### src/rtl/adc_seq_pkg.sv
package adc_seq_pkg;

    localparam int RES_W       = 16;
    localparam int AVG_SH_W    = 3;
    localparam int MAX_SETTLE  = 128000;
    localparam int SETTLE_W    = $clog2(MAX_SETTLE + 1);
    localparam int SMP_CNT_W   = 8;

    localparam logic [7:0] OFS_REV    = 8'h00;
    localparam logic [7:0] OFS_STAT   = 8'h08;
    localparam logic [7:0] OFS_SEQ    = 8'h09;
    localparam logic [7:0] OFS_DIG    = 8'h42;
    localparam logic [7:0] OFS_AVG    = 8'h43;
    localparam logic [7:0] OFS_CHAN   = 8'h44;
    localparam logic [7:0] OFS_SETTLE = 8'h45;
    localparam logic [7:0] OFS_ENA    = 8'h46;
    localparam logic [7:0] OFS_REQ    = 8'h47;
    localparam logic [7:0] OFS_RES_LO = 8'h50;
    localparam logic [7:0] OFS_RES_HI = 8'h51;

    typedef enum logic [2:0] {
        ST_IDLE   = 3'd0,
        ST_SETTLE = 3'd1,
        ST_SAMPLE = 3'd2
    } seq_state_e;

    typedef struct packed {
        seq_state_e             state;
        logic [7:0]             dig;
        logic [7:0]             avg;
        logic [7:0]             chan;
        logic [3:0]             settle;
        logic                   en;
        logic                   req;
        logic                   eoc;
        logic                   pend;
        logic                   fault;
        logic [RES_W-1:0]       res;
        logic [SETTLE_W-1:0]    wait_cnt;
        logic [SMP_CNT_W-1:0]   smp_cnt;
        logic                   irq;
    } seq_regs_t;

    // Settle code to microseconds: short linear range, then doubling milliseconds.
    function automatic logic [SETTLE_W-1:0] settle_us(input logic [3:0] code);
        if (code == 4'd0)
            return SETTLE_W'(15);
        else if (!code[3])
            return SETTLE_W'(int'(code) * 100);
        else
            return SETTLE_W'(1000 << code[2:0]);
    endfunction

endpackage

### src/rtl/adc_seq_tick.sv
module adc_seq_tick #(
    parameter int DIV = 100
) (
    input  logic clk,
    input  logic rst_n,
    input  logic clr,
    output logic tick
);
    generate
        if (DIV <= 1) begin : g_bypass
            logic unused_tick_in;
            assign unused_tick_in = ^{clk, rst_n, clr};
            assign tick = 1'b1;
        end else begin : g_div
            localparam int W = $clog2(DIV);
            logic [W-1:0] cnt_d, cnt_q;

            always_comb begin
                tick  = (cnt_q == W'(DIV - 1));
                cnt_d = (clr || tick) ? '0 : cnt_q + 1'b1;
            end

            always_ff @(posedge clk or negedge rst_n) begin
                if (!rst_n) cnt_q <= '0;
                else        cnt_q <= cnt_d;
            end
        end
    endgenerate
endmodule

### src/rtl/adc_seq_avg.sv
module adc_seq_avg #(
    parameter int IN_W = 16,
    parameter int SH_W = 3
) (
    input  logic            clk,
    input  logic            rst_n,
    input  logic            clr,
    input  logic            add,
    input  logic [IN_W-1:0] din,
    input  logic [SH_W-1:0] shift,
    output logic [IN_W-1:0] avg_o
);
    localparam int ACC_W = IN_W + (1 << SH_W) - 1;

    logic [ACC_W-1:0] acc_d, acc_q, sum;

    always_comb begin
        sum   = acc_q + ACC_W'(din);
        avg_o = IN_W'(sum >> shift);
        acc_d = clr ? '0 : (add ? sum : acc_q);
    end

    always_ff @(posedge clk or negedge rst_n) begin
        if (!rst_n) acc_q <= '0;
        else        acc_q <= acc_d;
    end
endmodule

### src/rtl/adc_seq_ctrl.sv
module adc_seq_ctrl
    import adc_seq_pkg::*;
#(
    parameter int         TICK_DIV = 100,
    parameter logic [7:0] REV_ID   = 8'h35
) (
    input  logic        clk,
    input  logic        rst_n,
    input  logic        wr_en,
    input  logic [7:0]  wr_addr,
    input  logic [7:0]  wr_data,
    input  logic [7:0]  rd_addr,
    output logic [7:0]  rd_data,
    output logic [7:0]  mux_sel,
    output logic        smp_req,
    input  logic        smp_valid,
    input  logic [15:0] smp_data,
    input  logic        smp_err,
    output logic        irq
);
    seq_regs_t cur_q, nxt_d;

    logic                tick, tick_clr;
    logic                acc_clr, acc_add;
    logic [AVG_SH_W-1:0] avg_shift;
    logic [SMP_CNT_W-1:0] last_idx;
    logic [RES_W-1:0]    avg_out;
    logic                en_w, pend_w, eoc_w, fault_w;

    assign en_w    = cur_q.en;
    assign pend_w  = cur_q.pend;
    assign eoc_w   = cur_q.eoc;
    assign fault_w = cur_q.fault;

    adc_seq_tick #(.DIV(TICK_DIV)) u_tick (
        .clk  (clk),
        .rst_n(rst_n),
        .clr  (tick_clr),
        .tick (tick)
    );

    adc_seq_avg #(.IN_W(RES_W), .SH_W(AVG_SH_W)) u_avg (
        .clk  (clk),
        .rst_n(rst_n),
        .clr  (acc_clr),
        .add  (acc_add),
        .din  (smp_data),
        .shift(avg_shift),
        .avg_o(avg_out)
    );

    always_comb begin
        avg_shift = cur_q.avg[7] ? cur_q.avg[AVG_SH_W-1:0] : '0;
        last_idx  = cur_q.avg[7] ? ((SMP_CNT_W'(1) << cur_q.avg[AVG_SH_W-1:0]) - SMP_CNT_W'(1))
                                 : '0;
    end

    always_comb begin
        nxt_d    = cur_q;
        nxt_d.irq = 1'b0;
        tick_clr = 1'b0;
        acc_clr  = 1'b0;
        acc_add  = 1'b0;
        case (cur_q.state)
            ST_SETTLE: begin
                if (tick) begin
                    if (cur_q.wait_cnt == SETTLE_W'(1)) begin
                        nxt_d.state   = ST_SAMPLE;
                        nxt_d.smp_cnt = '0;
                    end else begin
                        nxt_d.wait_cnt = cur_q.wait_cnt - SETTLE_W'(1);
                    end
                end
            end
            ST_SAMPLE: begin
                if (smp_valid) begin
                    if (smp_err) begin
                        nxt_d.fault = 1'b1;
                        nxt_d.pend  = 1'b0;
                        nxt_d.req   = 1'b0;
                        nxt_d.irq   = 1'b1;
                        nxt_d.state = ST_IDLE;
                    end else if (cur_q.smp_cnt == last_idx) begin
                        nxt_d.res   = avg_out;
                        nxt_d.eoc   = 1'b1;
                        nxt_d.pend  = 1'b0;
                        nxt_d.req   = 1'b0;
                        nxt_d.irq   = 1'b1;
                        nxt_d.state = ST_IDLE;
                    end else begin
                        nxt_d.smp_cnt = cur_q.smp_cnt + SMP_CNT_W'(1);
                        acc_add       = 1'b1;
                    end
                end
            end
            default: begin
                if (wr_en) begin
                    case (wr_addr)
                        OFS_DIG:    nxt_d.dig    = wr_data & 8'h7C;
                        OFS_AVG:    nxt_d.avg    = wr_data & 8'h87;
                        OFS_CHAN:   nxt_d.chan   = wr_data;
                        OFS_SETTLE: nxt_d.settle = wr_data[3:0];
                        OFS_ENA:    nxt_d.en     = wr_data[7];
                        OFS_REQ: begin
                            if (wr_data[7] && cur_q.en) begin
                                nxt_d.req      = 1'b1;
                                nxt_d.pend     = 1'b1;
                                nxt_d.eoc      = 1'b0;
                                nxt_d.fault    = 1'b0;
                                nxt_d.state    = ST_SETTLE;
                                nxt_d.wait_cnt = settle_us(cur_q.settle);
                                tick_clr       = 1'b1;
                                acc_clr        = 1'b1;
                            end
                        end
                        default: ;
                    endcase
                end
            end
        endcase
    end

    always_ff @(posedge clk or negedge rst_n) begin
        if (!rst_n) cur_q <= '0;
        else        cur_q <= nxt_d;
    end

    always_comb begin
        case (rd_addr)
            OFS_REV:    rd_data = REV_ID;
            OFS_STAT:   rd_data = {fault_w, 5'b0, pend_w, eoc_w};
            OFS_SEQ:    rd_data = {1'b0, cur_q.state, 4'b0};
            OFS_DIG:    rd_data = cur_q.dig;
            OFS_AVG:    rd_data = cur_q.avg;
            OFS_CHAN:   rd_data = cur_q.chan;
            OFS_SETTLE: rd_data = {4'b0, cur_q.settle};
            OFS_ENA:    rd_data = {en_w, 7'b0};
            OFS_REQ:    rd_data = {cur_q.req, 7'b0};
            OFS_RES_LO: rd_data = cur_q.res[7:0];
            OFS_RES_HI: rd_data = cur_q.res[15:8];
            default:    rd_data = 8'h00;
        endcase
    end

    assign mux_sel = cur_q.chan;
    assign smp_req = (cur_q.state == ST_SAMPLE);
    assign irq     = cur_q.irq;

endmodule

### config.mk
export PLATFORM = sky130hd
export DESIGN_NAME = adc_seq_ctrl
export DESIGN_NICKNAME = d
export VERILOG_FILES = /design/src/rtl/adc_seq_pkg.sv /design/src/rtl/adc_seq_tick.sv /design/src/rtl/adc_seq_avg.sv /design/src/rtl/adc_seq_ctrl.sv
export SDC_FILE = /design/constraint.sdc
export NUM_CORES = 1
export LEC_CHECK = 0
export BUFFER_PORTS_ARGS = -buffer_cell sky130_fd_sc_hd__buf_4
export CORE_ASPECT_RATIO = 0.8
export CORE_UTILIZATION = 45
export DETAILED_ROUTE_END_ITERATION = 12
export PLACE_DENSITY = 0.61
export SETUP_SLACK_MARGIN = 0.15
export SYNTH_ARGS = -nofsm -noshare
export SYNTH_HDL_FRONTEND = slang
export SYNTH_SLANG_ARGS = --single-unit
### constraint.sdc
create_clock -name clk -period 4 [get_ports clk]
set_input_delay 0.8 -clock clk [delete_from_list [all_inputs] [get_ports clk]]
set_output_delay 0.8 -clock clk [all_outputs]
set_load 0.005 [all_outputs]
==> metrics.yaml <==
crit_slowest_cell: "or4b_1"
power.total_mw: 2.380
postCtsSetupBuffers: 0
critPathKind: "in -> out"
cts_sinks: 99
worstMarginPinSlew_ps: 910.5
wirelength_mm: 21.66
cpPeakStageDelay_ps: 580
fin_skew_ps: 8.933
timing.setup.tns_ps: 0
grt_max_degree: 60
hpwl_mm: 16.40
diodes: 0
cts_root_buf: "clkbuf_16"
synth-seq-area-share_pct: 32.81
drt-initial-drc-count: 650
ioPinCount: 63
synth_area_per_cell_um2: 8.456
viasPerCell: 6.159
syn_nets: 976
nFillCells: 1547
power.switching_uw: 666.1
cts_max_level: 3
ys_types: 86
grt_antenna_before_repair: 0
yosysTopAreaCell: "dfrtp_1"
startpoint: "rd_addr[3]"
fp-row-count: 41
dpl_cell_area_mm2: 0.008160
hp-class: "reg -> reg"
core_area_mm2: 0.01611
setup_viol: 0
crit_arrival_ps: 2810
die_h_um: 117.9
peakVddDrop_uv: 272.6
grt.overflow.total: 0
worstPathCellList: "buf_4 > or4b_1 > or3b_2 > nor3_2 > a222oi_1 > nand3_1 > buf_4"
reg2reg_slack_ps: 750
netlist_top_cells_area: "dfrtp_1 (33%), ha_1 (6.0%), nand2_1 (5.0%), a21oi_1 (4.8%), nor2_1 (4.3%)"
cts_buffers: 9
cellPowerDensity_mw_per_mm2: 280.9
intPower_mw: 1.714
area_growth_pct: 12.21
track_usage_pct: 25.80
switching_share_pct: 27.99
path_clk_slew_ps: 70
fin_hold_ws_ps: 452.1
grt_pass1_wl_mm: 35.32
crit_top_cell: "buf_4"
stdcell_area_mm2: 0.008473
worst_path_dominant_cell_family: "simple AND/OR/NAND/NOR gates"
status: "finished, final reports clean"
path_buf_inv: 2
leakage_nw: 3.706
rsz0062_at_grt: "false"
worstSkewPairLatency_ps: 360
worstSetupStartpointType: "primary input"
final_max_slew_viol_count: 0
place_worst_setup_slack_ps: 229.9
r2r_end: "cur_q[41]$_DFFE_PN0P_"
start_util_pct: 46.88
final_core_util_pct: 52.60
numPlacedInstances: 1132
period_needed_ps: 3613
ys_warn_count: 0
fin_crit_sh_pct: 90.32
final_cells: 1148
grt_pass1_vias: 6596
routedWlPerCell_um: 18.87
port_buffers: 62
regArea_mm2: 0.002477
rr_worst_depth: 10
ys.flop_type: "dfrtp_1"
drtAntennaViolNets: 0
cp_max_fo: 7
hold_violations: 0
clock.fmax_ghz: 0.2768
die_area_mm2: 0.01730
yosys.cell_count.top_type: "nand2_1"
num_vias: 7070
setup_slack_ps: 387.1
post-route-drc-count: 0
multiInputGateArea_mm2: 0.004705
cp.required_ps: 3200
netlist_instances: 893
r2r-start: "u_avg.acc_q[0]$_DFFE_PN0P_"
cp-end-kind: "output port"
holdPathEnd: "u_tick.g_div.cnt_q[0]$_DFF_PN0_"
async_flop_share_pct: 100.0
combPwrFrac_pct: 15.3
drtPass1Iterations: 7
gp_congestion: 0.8745
clk_path_buf_depth: 2
holdPathStages: 1
syn-cell-area_mm2: 0.007551
synth.top_cell.area_share_pct: 32.81
maxCapViolations: 0
cts_resized: 0
synth_seq_cells: 99
fin_nets: 1011
clkPwrFrac_pct: 39.3
drive_gt1_share_pct: 15.97
hold_path_startpoint: "u_tick.g_div.cnt_q[0]$_DFF_PN0_"
relSlewSlack_pct: 39.17
cts_tree: "yes"
synth_top_cells_by_count: "nand2_1 (100), dfrtp_1 (99), nor2_1 (86)"
dieWidth_um: 146.8
ctsHoldBuffers: 0
seqPwrFrac_pct: 45.3
synth_edf_count: 0
==> worst max-delay path by stage <==
| stage | end | cells past startpoint | slack, ps |
|---|---|---|---|
| 5_1_grt | rd_data[1] | 7 | 300 |
| 6_report | rd_data[1] | 7 | 390 |
| 4_1_cts | rd_data[1] | 7 | 410 |
| 2_1_floorplan | cur_q[41]$_DFFE_PN0P_ | 10 | 700 |
| 3_5_place_dp | cur_q[38]$_DFFE_PN0P_ | 11 | 230 |
| 3_3_place_gp | cur_q[41]$_DFFE_PN0P_ | 11 | 330 |
==> metal layers <==
metal | part of all wire [%] | GRT usage, % | vias to the layer above | routed length [µm]
met5 | 0 | 0 | - | 0
met4 | 1.5 | 7.487 | 0 | 334
met2 | 42 | 37.26 | 264 | 9116
met1 | 48 | 38.16 | 3419 | 10440
met3 | 8.2 | 5.775 | 28 | 1768
li1 | - | - | 3359 | -
==> kinds of logic after synthesis <==
group,Yosys count,share of synthesized area [%]
adders and majority gates,40,6.777
xor gates and xnor gates,34,3.944
DFF,99,32.81
AOI/OAI and AO/OA,271,24.26
and+or+nand+nor,329,21.04
buffers and inverters,83,4.954
muxes,37,6.214
==> cells in the final DEF, fill, tap and decap left out, types with 9 or more instances in the layout <==
master,Yosys,final
nand2_1,100,100
dfrtp_1,99,99
nor2_1,86,86
buf_4,9,82
a21oi_1,72,72
o21ai_0,52,52
ha_1,36,36
nand3_1,29,29
inv_1,24,24
nor3_1,25,24
xnor2_1,22,22
mux2_2,19,19
nand2b_1,15,15
xor2_1,12,12
mux2i_1,12,12
o31ai_1,12,12
nor2b_1,11,11
a22oi_1,11,11
a31oi_1,11,11
a211oi_1,11,11
a21o_1,11,11
clkbuf_16,0,9
==> state kept, by name, summed over array words and instances (netlist names) <==
name and count:
cur_q 56, en_w 1, eoc_w 1, fault_w 1, irq 1, mux_sel 8
pend_w 1, u_avg.acc_q 23, u_tick.g_div.cnt_q 7
==> power groups by stage <==
stage / combinational [mW] / sequential, mW / clock [mW]
floorplan: 0.239 / 1.08 / 0
global placement: 0.351 / 1.09 / 0
detailed placement: 0.361 / 1.10 / 0
CTS: 0.363 / 1.08 / 0.955
global route: 0.403 / 1.08 / 0.991
finish: 0.365 / 1.08 / 0.936
==> cell type report <==
class / count / area share [%]
multi-input cells: 711 / 55.52
flip-flops and latches: 99 / 29.24
repair buffers: 82 / 7.265
well taps: 215 / 3.175
clock buffers: 11 / 2.983
inverters: 25 / 1.108
clock inverters: 5 / 0.7088
Note: power is estimated with default switching activity, not from simulation.
